===== config.mk =====
export PLATFORM = sky130hd
export DESIGN_NAME = i2cs_data_engine
export DESIGN_NICKNAME = d
export VERILOG_FILES = /design/src/rtl/i2cs_pkg.sv /design/src/rtl/i2cs_edge.sv /design/src/rtl/i2cs_rxbuf.sv /design/src/rtl/i2cs_txbuf.sv /design/src/rtl/i2cs_data_engine.sv
export SDC_FILE = /design/constraint.sdc
export NUM_CORES = 1
export LEC_CHECK = 0
export ABC_CLOCK_PERIOD_IN_PS = 6000
export BUFFER_PORTS_ARGS = -buffer_cell sky130_fd_sc_hd__buf_2
export CORE_MARGIN = 2
export CORE_UTILIZATION = 50
export DETAILED_ROUTE_END_ITERATION = 6
export GPL_TIMING_DRIVEN = 1
export HOLD_SLACK_MARGIN = 0.02
export PLACE_DENSITY = 0.73
export SLEW_MARGIN = 20
export SYNTH_ARGS = -nofsm -noshare
export SYNTH_HDL_FRONTEND = slang
export SYNTH_HIERARCHICAL = 1
export SYNTH_SLANG_ARGS = --single-unit
export TNS_END_PERCENT = 1

===== constraint.sdc =====
create_clock -name clk -period 6 [get_ports clk]
set_clock_uncertainty 0.15 [all_clocks]
set_input_delay 1.2 -clock clk [delete_from_list [all_inputs] [get_ports clk]]
set_output_delay 1.2 -clock clk [all_outputs]
set_load 0.02 [all_outputs]

===== src/rtl/i2cs_pkg.sv =====
package i2cs_pkg;
  typedef enum logic [2:0] {
    ST_IDLE,
    ST_RX,
    ST_TXLD,
    ST_TX,
    ST_TXW
  } xfer_st_t;
endpackage


===== src/rtl/i2cs_edge.sv =====
module i2cs_edge (
  input  logic clk,
  input  logic rst,
  input  logic line,
  output logic rise,
  output logic fall
);
  logic prev;

  always_ff @(posedge clk) begin
    if (rst) prev <= 1'b1;
    else     prev <= line;
  end

  assign rise = line & ~prev;
  assign fall = ~line & prev;
endmodule


===== src/rtl/i2cs_rxbuf.sv =====
module i2cs_rxbuf #(
  parameter int DW = 8
) (
  input  logic          clk,
  input  logic          rst,
  input  logic          commit,
  input  logic [DW-1:0] din,
  input  logic          rd,
  input  logic          ovf_clr,
  output logic [DW-1:0] data,
  output logic          full,
  output logic          ovf
);
  always_ff @(posedge clk) begin
    if (rst) begin
      data <= '0;
      full <= 1'b0;
      ovf  <= 1'b0;
    end else begin
      if (commit && !full) begin
        data <= din;
        full <= 1'b1;
      end else if (rd) begin
        full <= 1'b0;
      end
      if (commit && full) ovf <= 1'b1;
      else if (ovf_clr)   ovf <= 1'b0;
    end
  end

  // a byte arriving on a full buffer is dropped and flagged
  p_overflow_keep_r3: assert property (@(posedge clk) disable iff (rst)
    commit && full |=> ovf && $stable(data));
  // a byte arriving on an empty buffer is kept
  p_load_r1: assert property (@(posedge clk) disable iff (rst)
    commit && !full |=> full && data == $past(din));
endmodule


===== src/rtl/i2cs_txbuf.sv =====
module i2cs_txbuf #(
  parameter int DW = 8
) (
  input  logic          clk,
  input  logic          rst,
  input  logic          wr,
  input  logic [DW-1:0] wdata,
  input  logic          take,
  output logic [DW-1:0] data,
  output logic          full
);
  always_ff @(posedge clk) begin
    if (rst) begin
      data <= '0;
      full <= 1'b0;
    end else begin
      if (wr) data <= wdata;
      if (wr)        full <= 1'b1;
      else if (take) full <= 1'b0;
    end
  end

  // loading the shifter empties the buffer
  p_take_empties_r5: assert property (@(posedge clk) disable iff (rst)
    take && !wr |=> !full);
endmodule


===== src/rtl/i2cs_data_engine.sv =====
module i2cs_data_engine
  import i2cs_pkg::*;
#(
  parameter int DW = 8
) (
  input  logic          clk,
  input  logic          rst,
  input  logic          scl_i,
  input  logic          sda_i,
  input  logic          xfer_start,
  input  logic          xfer_rd,
  input  logic          bus_stop,
  input  logic          tx_wr,
  input  logic [DW-1:0] tx_wdata,
  input  logic          rel_set,
  input  logic          rx_rd,
  input  logic          ovf_clr,
  input  logic          stretch_en,
  output logic          sda_oe,
  output logic          scl_oe,
  output logic [DW-1:0] rx_data,
  output logic          rx_full,
  output logic          tx_full,
  output logic          rx_ovf,
  output logic          scl_rel,
  output logic          irq
);
  localparam int CW = $clog2(DW + 1);
  localparam logic [CW-1:0] LAST_BIT = CW'(DW - 1);
  localparam logic [CW-1:0] ACK_SLOT = CW'(DW);

  xfer_st_t      st;
  logic [CW-1:0] cnt;
  logic [DW-1:0] sr;
  logic [DW-1:0] tx_buf;
  logic          rise, fall;
  logic          ack_low, ack_drive;
  logic          byte_done, nine_fall, take, auto_clr;

  i2cs_edge u_scl_edge (
    .clk (clk), .rst (rst), .line (scl_i), .rise (rise), .fall (fall)
  );

  assign byte_done = fall && st == ST_RX && cnt == LAST_BIT;
  assign nine_fall = fall && cnt == ACK_SLOT && (st == ST_RX || st == ST_TX);
  assign take      = st == ST_TXLD && scl_rel && !bus_stop;
  assign auto_clr  = (nine_fall && st == ST_TX && ack_low && !tx_full)
                   || (nine_fall && st == ST_RX && stretch_en && ack_low && rx_full)
                   || (xfer_start && st == ST_IDLE && xfer_rd && !tx_full);

  i2cs_rxbuf #(.DW(DW)) u_rxbuf (
    .clk (clk), .rst (rst), .commit (byte_done), .din (sr), .rd (rx_rd),
    .ovf_clr (ovf_clr), .data (rx_data), .full (rx_full), .ovf (rx_ovf)
  );

  i2cs_txbuf #(.DW(DW)) u_txbuf (
    .clk (clk), .rst (rst), .wr (tx_wr), .wdata (tx_wdata), .take (take),
    .data (tx_buf), .full (tx_full)
  );

  always_ff @(posedge clk) begin
    if (rst) begin
      st        <= ST_IDLE;
      cnt       <= '0;
      sr        <= '0;
      ack_low   <= 1'b0;
      ack_drive <= 1'b0;
    end else if (bus_stop) begin
      st  <= ST_IDLE;
      cnt <= '0;
    end else begin
      case (st)
        ST_IDLE: if (xfer_start) begin
          st  <= xfer_rd ? ST_TXLD : ST_RX;
          cnt <= '0;
        end
        ST_RX: begin
          if (rise && cnt < ACK_SLOT) sr <= {sr[DW-2:0], sda_i};
          if (rise && cnt == ACK_SLOT) ack_low <= !sda_i;
          if (fall) cnt <= (cnt == ACK_SLOT) ? '0 : cnt + 1'b1;
          if (byte_done) ack_drive <= !rx_full && !rx_ovf;
        end
        ST_TXLD: if (scl_rel) begin
          sr  <= tx_buf;
          st  <= ST_TX;
          cnt <= '0;
        end
        ST_TX: begin
          if (rise && cnt == ACK_SLOT) ack_low <= !sda_i;
          if (fall) begin
            if (cnt == ACK_SLOT) begin
              cnt <= '0;
              st  <= ack_low ? ST_TXLD : ST_TXW;
            end else begin
              cnt <= cnt + 1'b1;
              sr  <= sr << 1;
            end
          end
        end
        default: ;
      endcase
    end
  end

  always_ff @(posedge clk) begin
    if (rst)                   scl_rel <= 1'b1;
    else if (tx_wr || rel_set) scl_rel <= 1'b1;
    else if (auto_clr)         scl_rel <= 1'b0;
  end

  always_ff @(posedge clk) begin
    if (rst) begin
      irq    <= 1'b0;
      sda_oe <= 1'b0;
      scl_oe <= 1'b0;
    end else begin
      irq    <= nine_fall;
      sda_oe <= (st == ST_TX && cnt < ACK_SLOT && !sr[DW-1])
             || (st == ST_RX && cnt == ACK_SLOT && ack_drive);
      scl_oe <= (st == ST_RX || st == ST_TXLD) && !scl_rel;
    end
  end

  // a buffer write releases the clock and marks the buffer full
  p_rel_on_write_r5: assert property (@(posedge clk) disable iff (rst)
    tx_wr |=> scl_rel && tx_full);
  // the clock is held only while the release bit is clear
  p_hold_needs_clear_r10: assert property (@(posedge clk) disable iff (rst)
    scl_oe |-> !$past(scl_rel));
  // the interrupt lasts one cycle
  p_irq_pulse_r11: assert property (@(posedge clk) disable iff (rst)
    irq |=> !irq);
  // silent on the data line after a not-acknowledge
  p_nack_quiet_r12: assert property (@(posedge clk) disable iff (rst)
    st == ST_TXW && $past(st) == ST_TXW |-> !sda_oe);
  // in receive the data line is pulled only in the acknowledge slot
  p_ack_slot_r2: assert property (@(posedge clk) disable iff (rst)
    sda_oe && st == ST_RX |-> $past(cnt) == ACK_SLOT);
endmodule


==> flow_metrics.tcl <==
set metrics [dict create \
    r2r_cells 4 \
    wl_per_cell_um 14.53 \
    crit_fanout 11 \
    grt_pass1_vias 1441 \
    clkLatencyLatePin_ns 0.30 \
    fin_cells 280 \
    viasPerCell 5.575 \
    crit_arrival_ns 2.96 \
    cts_setup_buffers 0 \
    gr-usage-all-layers 0.2071 \
    cts_tree "built" \
    routed_wl_mm 4.067 \
    worst-slew-pin-transition_ns 0.6916 \
    synth-async-reset-ratio 0 \
    criticalPathCategory "in -> reg" \
    die_x_um 66.40 \
    initial_core_util 0.5239 \
    hold_violations 0 \
    reg2reg_to "sr[0]" \
    most-common-layout-cells "41 x dfxtp_1, 34 x buf_2, 16 x mux2i_1" \
    route.detailed.drc 0 \
    route.met2.wl_mm 1.707 \
    rsz0062_at_grt "false" \
    ys_warn_count 6 \
    num_antenna_cells 0 \
    cp.depth 7 \
    drive_gt1_frac 0.2112 \
    cts_sinks 41 \
    holdPathStages 2 \
    post-dp-hpwl_mm 2.813 \
    area_delta_synth_final_pct 13.24 \
    syn_avg_cell_area_um2 9.638 \
    antenna_left 0 \
    vias 1561 \
    grt_overflow 0 \
    endpoint "u_rxbuf/data[0]" \
    synth.distinct_cells 47 \
    r2r-start "st[1]" \
    rows 22 \
    dpl.cell_count 272 \
    cts_resized 0 \
    syn_inst 202 \
    ctsHoldBuffers 0 \
    synth_nets 224 \
    crit_buf_inv 2 \
    synth-seq-cells 41 \
    finalMaxSlewViolations 0 \
    dieArea_um2 4409 \
    final_common_cell "dfxtp_1" \
    grt_max_degree 45 \
    clockBufferDepth 2 \
    synth_edf_count 0 \
    syn-cell-area_um2 1947 \
    tns_ns 0 \
    routed.top_layer "met4" \
    grt_pass1_wl_mm 6.886 \
    worstSetupEndpointType "register" \
    first_pass_iters 4 \
    wl_met3_um 204 \
    pin_count 35 \
    layout.nets 253 \
    cts-root-buf "clkbuf_8" \
    finalHoldWorstSlack_ns 0.3218 \
    holdCritPathClass "reg -> reg" \
    yosysSeqAreaShare 0.4216 \
    portBuffers 34 \
    start_kind "input port" \
    cp_data_required_time_ns 6.04 \
    numCtsBuffers 5 \
    crit_slowest_cell "or4_1" \
    setup_viol 0 \
    r2r_setup_slack_ns 3.47 \
    vdd_ir_drop_max_mv 0.2216 \
    worstSetupStartpoint "scl_i" \
    h-tree-depth 2 \
    outcome "completed" \
    max_clock_freq_mhz 342.4 \
    path_cells "buf_2 > and2b_1 > nand3b_2 > or4_1 > inv_1 > nor2b_4 > o21ai_1" \
    core_area_um2 3716 \
    fin_crit_ns 2.921 \
    p_per_area_nw_per_um2 253.1 \
    gp_congestion 0.8419 \
    clkTransAtPathRegs_ns 0.07 \
    die_height_um 66.40 \
    antenna_found_initial 0 \
    slew_headroom 0.5389 \
    cap_violations 0 \
    synth_flop_cell "dfxtp_1" \
    drt_iter0_markers 103 \
    met1_length_mm 2.076 \
    crit_family "simple AND/OR/NAND/NOR gates" \
    leakage_nw 0.9016 \
    min_period_over_period 0.4868 \
    max_stage_delay_ns 0.56 \
]
area by class of cell:
type / instances / area [um^2]
fill: 346 / 1511
multi-input combinational: 143 / 1015
sequential: 41 / 820.8
timing repair buffer: 34 / 170.2
clock buffer: 7 / 86.33
tap: 48 / 60.06
clock inverter: 1 / 30.03
inverter: 6 / 22.52
power by group:
group	switching, mW	total [mW]	internal [mW]
clock	0.0942	0.230	0.136
combinational	0.0228	0.0429	0.0201
sequential	0.00661	0.285	0.279
total	0.124	0.558	0.434
stage by stage:
stage	total power, mW	setup slack [ns]	area (um^2)	util
after floorplan	0.3215	3.148	1947	-
after global placement	0.3330	2.835	2088	0.5620
after detailed placement	0.3342	2.764	2088	0.5620
after CTS	0.5613	3.090	2205	0.5933
after global routing	0.5816	2.942	2205	0.5933
final	0.5580	3.079	2205	0.5933
routing by layer:
| layer | up-vias | GRT usage |
|---|---|---|
| met5 | - | 0 |
| met4 | 0 | 0.09949 |
| met3 | 6 | 0.04600 |
| met2 | 43 | 0.2963 |
| met1 | 717 | 0.2919 |
| li1 | 795 | - |
cells by family (layout without fill, tap and decap cells):
family                   count (synthesis)  in the layout  share of synthesized area
AND/OR/NAND/NOR                         74             74                     0.2494
AO/OA/AOI/OAI                           49             49                     0.1645
flip-flops                              41             41                     0.4216
buffers and inverters                   18             48                    0.05719
multiplexers                            17             17                    0.08997
adder cells (fa/ha/maj)                  2              2                    0.01285
XOR/XNOR                                 1              1                   0.004500
synth_stat cells, types with 2 or more instances:
master,number,area (um^2)
dfxtp_1,41,820.8
mux2i_1,16,160.2
a211oi_1,15,112.6
nor2_1,15,56.30
nand2b_1,12,75.07
a21oi_1,9,45.04
nand4bb_1,8,90.09
o21ai_1,8,40.04
nand2_1,7,26.28
nor3_1,6,30.03
inv_1,5,18.77
a31oi_1,4,25.02
buf_6,4,45.04
nor2b_1,4,25.02
o21ai_0,4,20.02
buf_4,3,22.52
clkbuf_1,3,11.26
or4_1,3,22.52
a21o_1,2,15.01
ha_1,2,25.02
nand3_1,2,10.01
nand3b_1,2,15.01
nor4_1,2,12.51
or2_2,2,12.51
worst min-delay path, delay by kind of cell, from the launching register on:
| kind | cells | cell delay [ns] |
|---|---|---|
| simple gates | 1 | 0.07 |
| flops | 1 | 0.31 |
| compound gates | 1 | 0.05 |
worst min-delay path by stage:
stage                     from         endpoint  slack [ns]
5_1_grt        u_rxbuf/data[7]  u_rxbuf/data[7]        0.34
2_1_floorplan        ack_drive        ack_drive        0.30
4_1_cts        u_rxbuf/data[4]  u_rxbuf/data[4]        0.32
3_3_place_gp   u_rxbuf/data[0]  u_rxbuf/data[0]        0.31
3_5_place_dp   u_rxbuf/data[4]  u_rxbuf/data[4]        0.31
6_report       u_rxbuf/data[6]  u_rxbuf/data[6]        0.32
state kept, by name (all words and copies together) (netlist names):
name / flops
u_rxbuf/full: 1
st: 3
u_scl_edge/prev: 1
ack_drive: 1
ack_low: 1
u_rxbuf/data: 8
u_rxbuf/ovf: 1
cnt: 4
sr: 8
u_txbuf/data: 8
sda_oe: 1
scl_oe: 1
u_txbuf/full: 1
scl_rel: 1
irq: 1
Note: power is estimated with default switching activity, not from simulation.
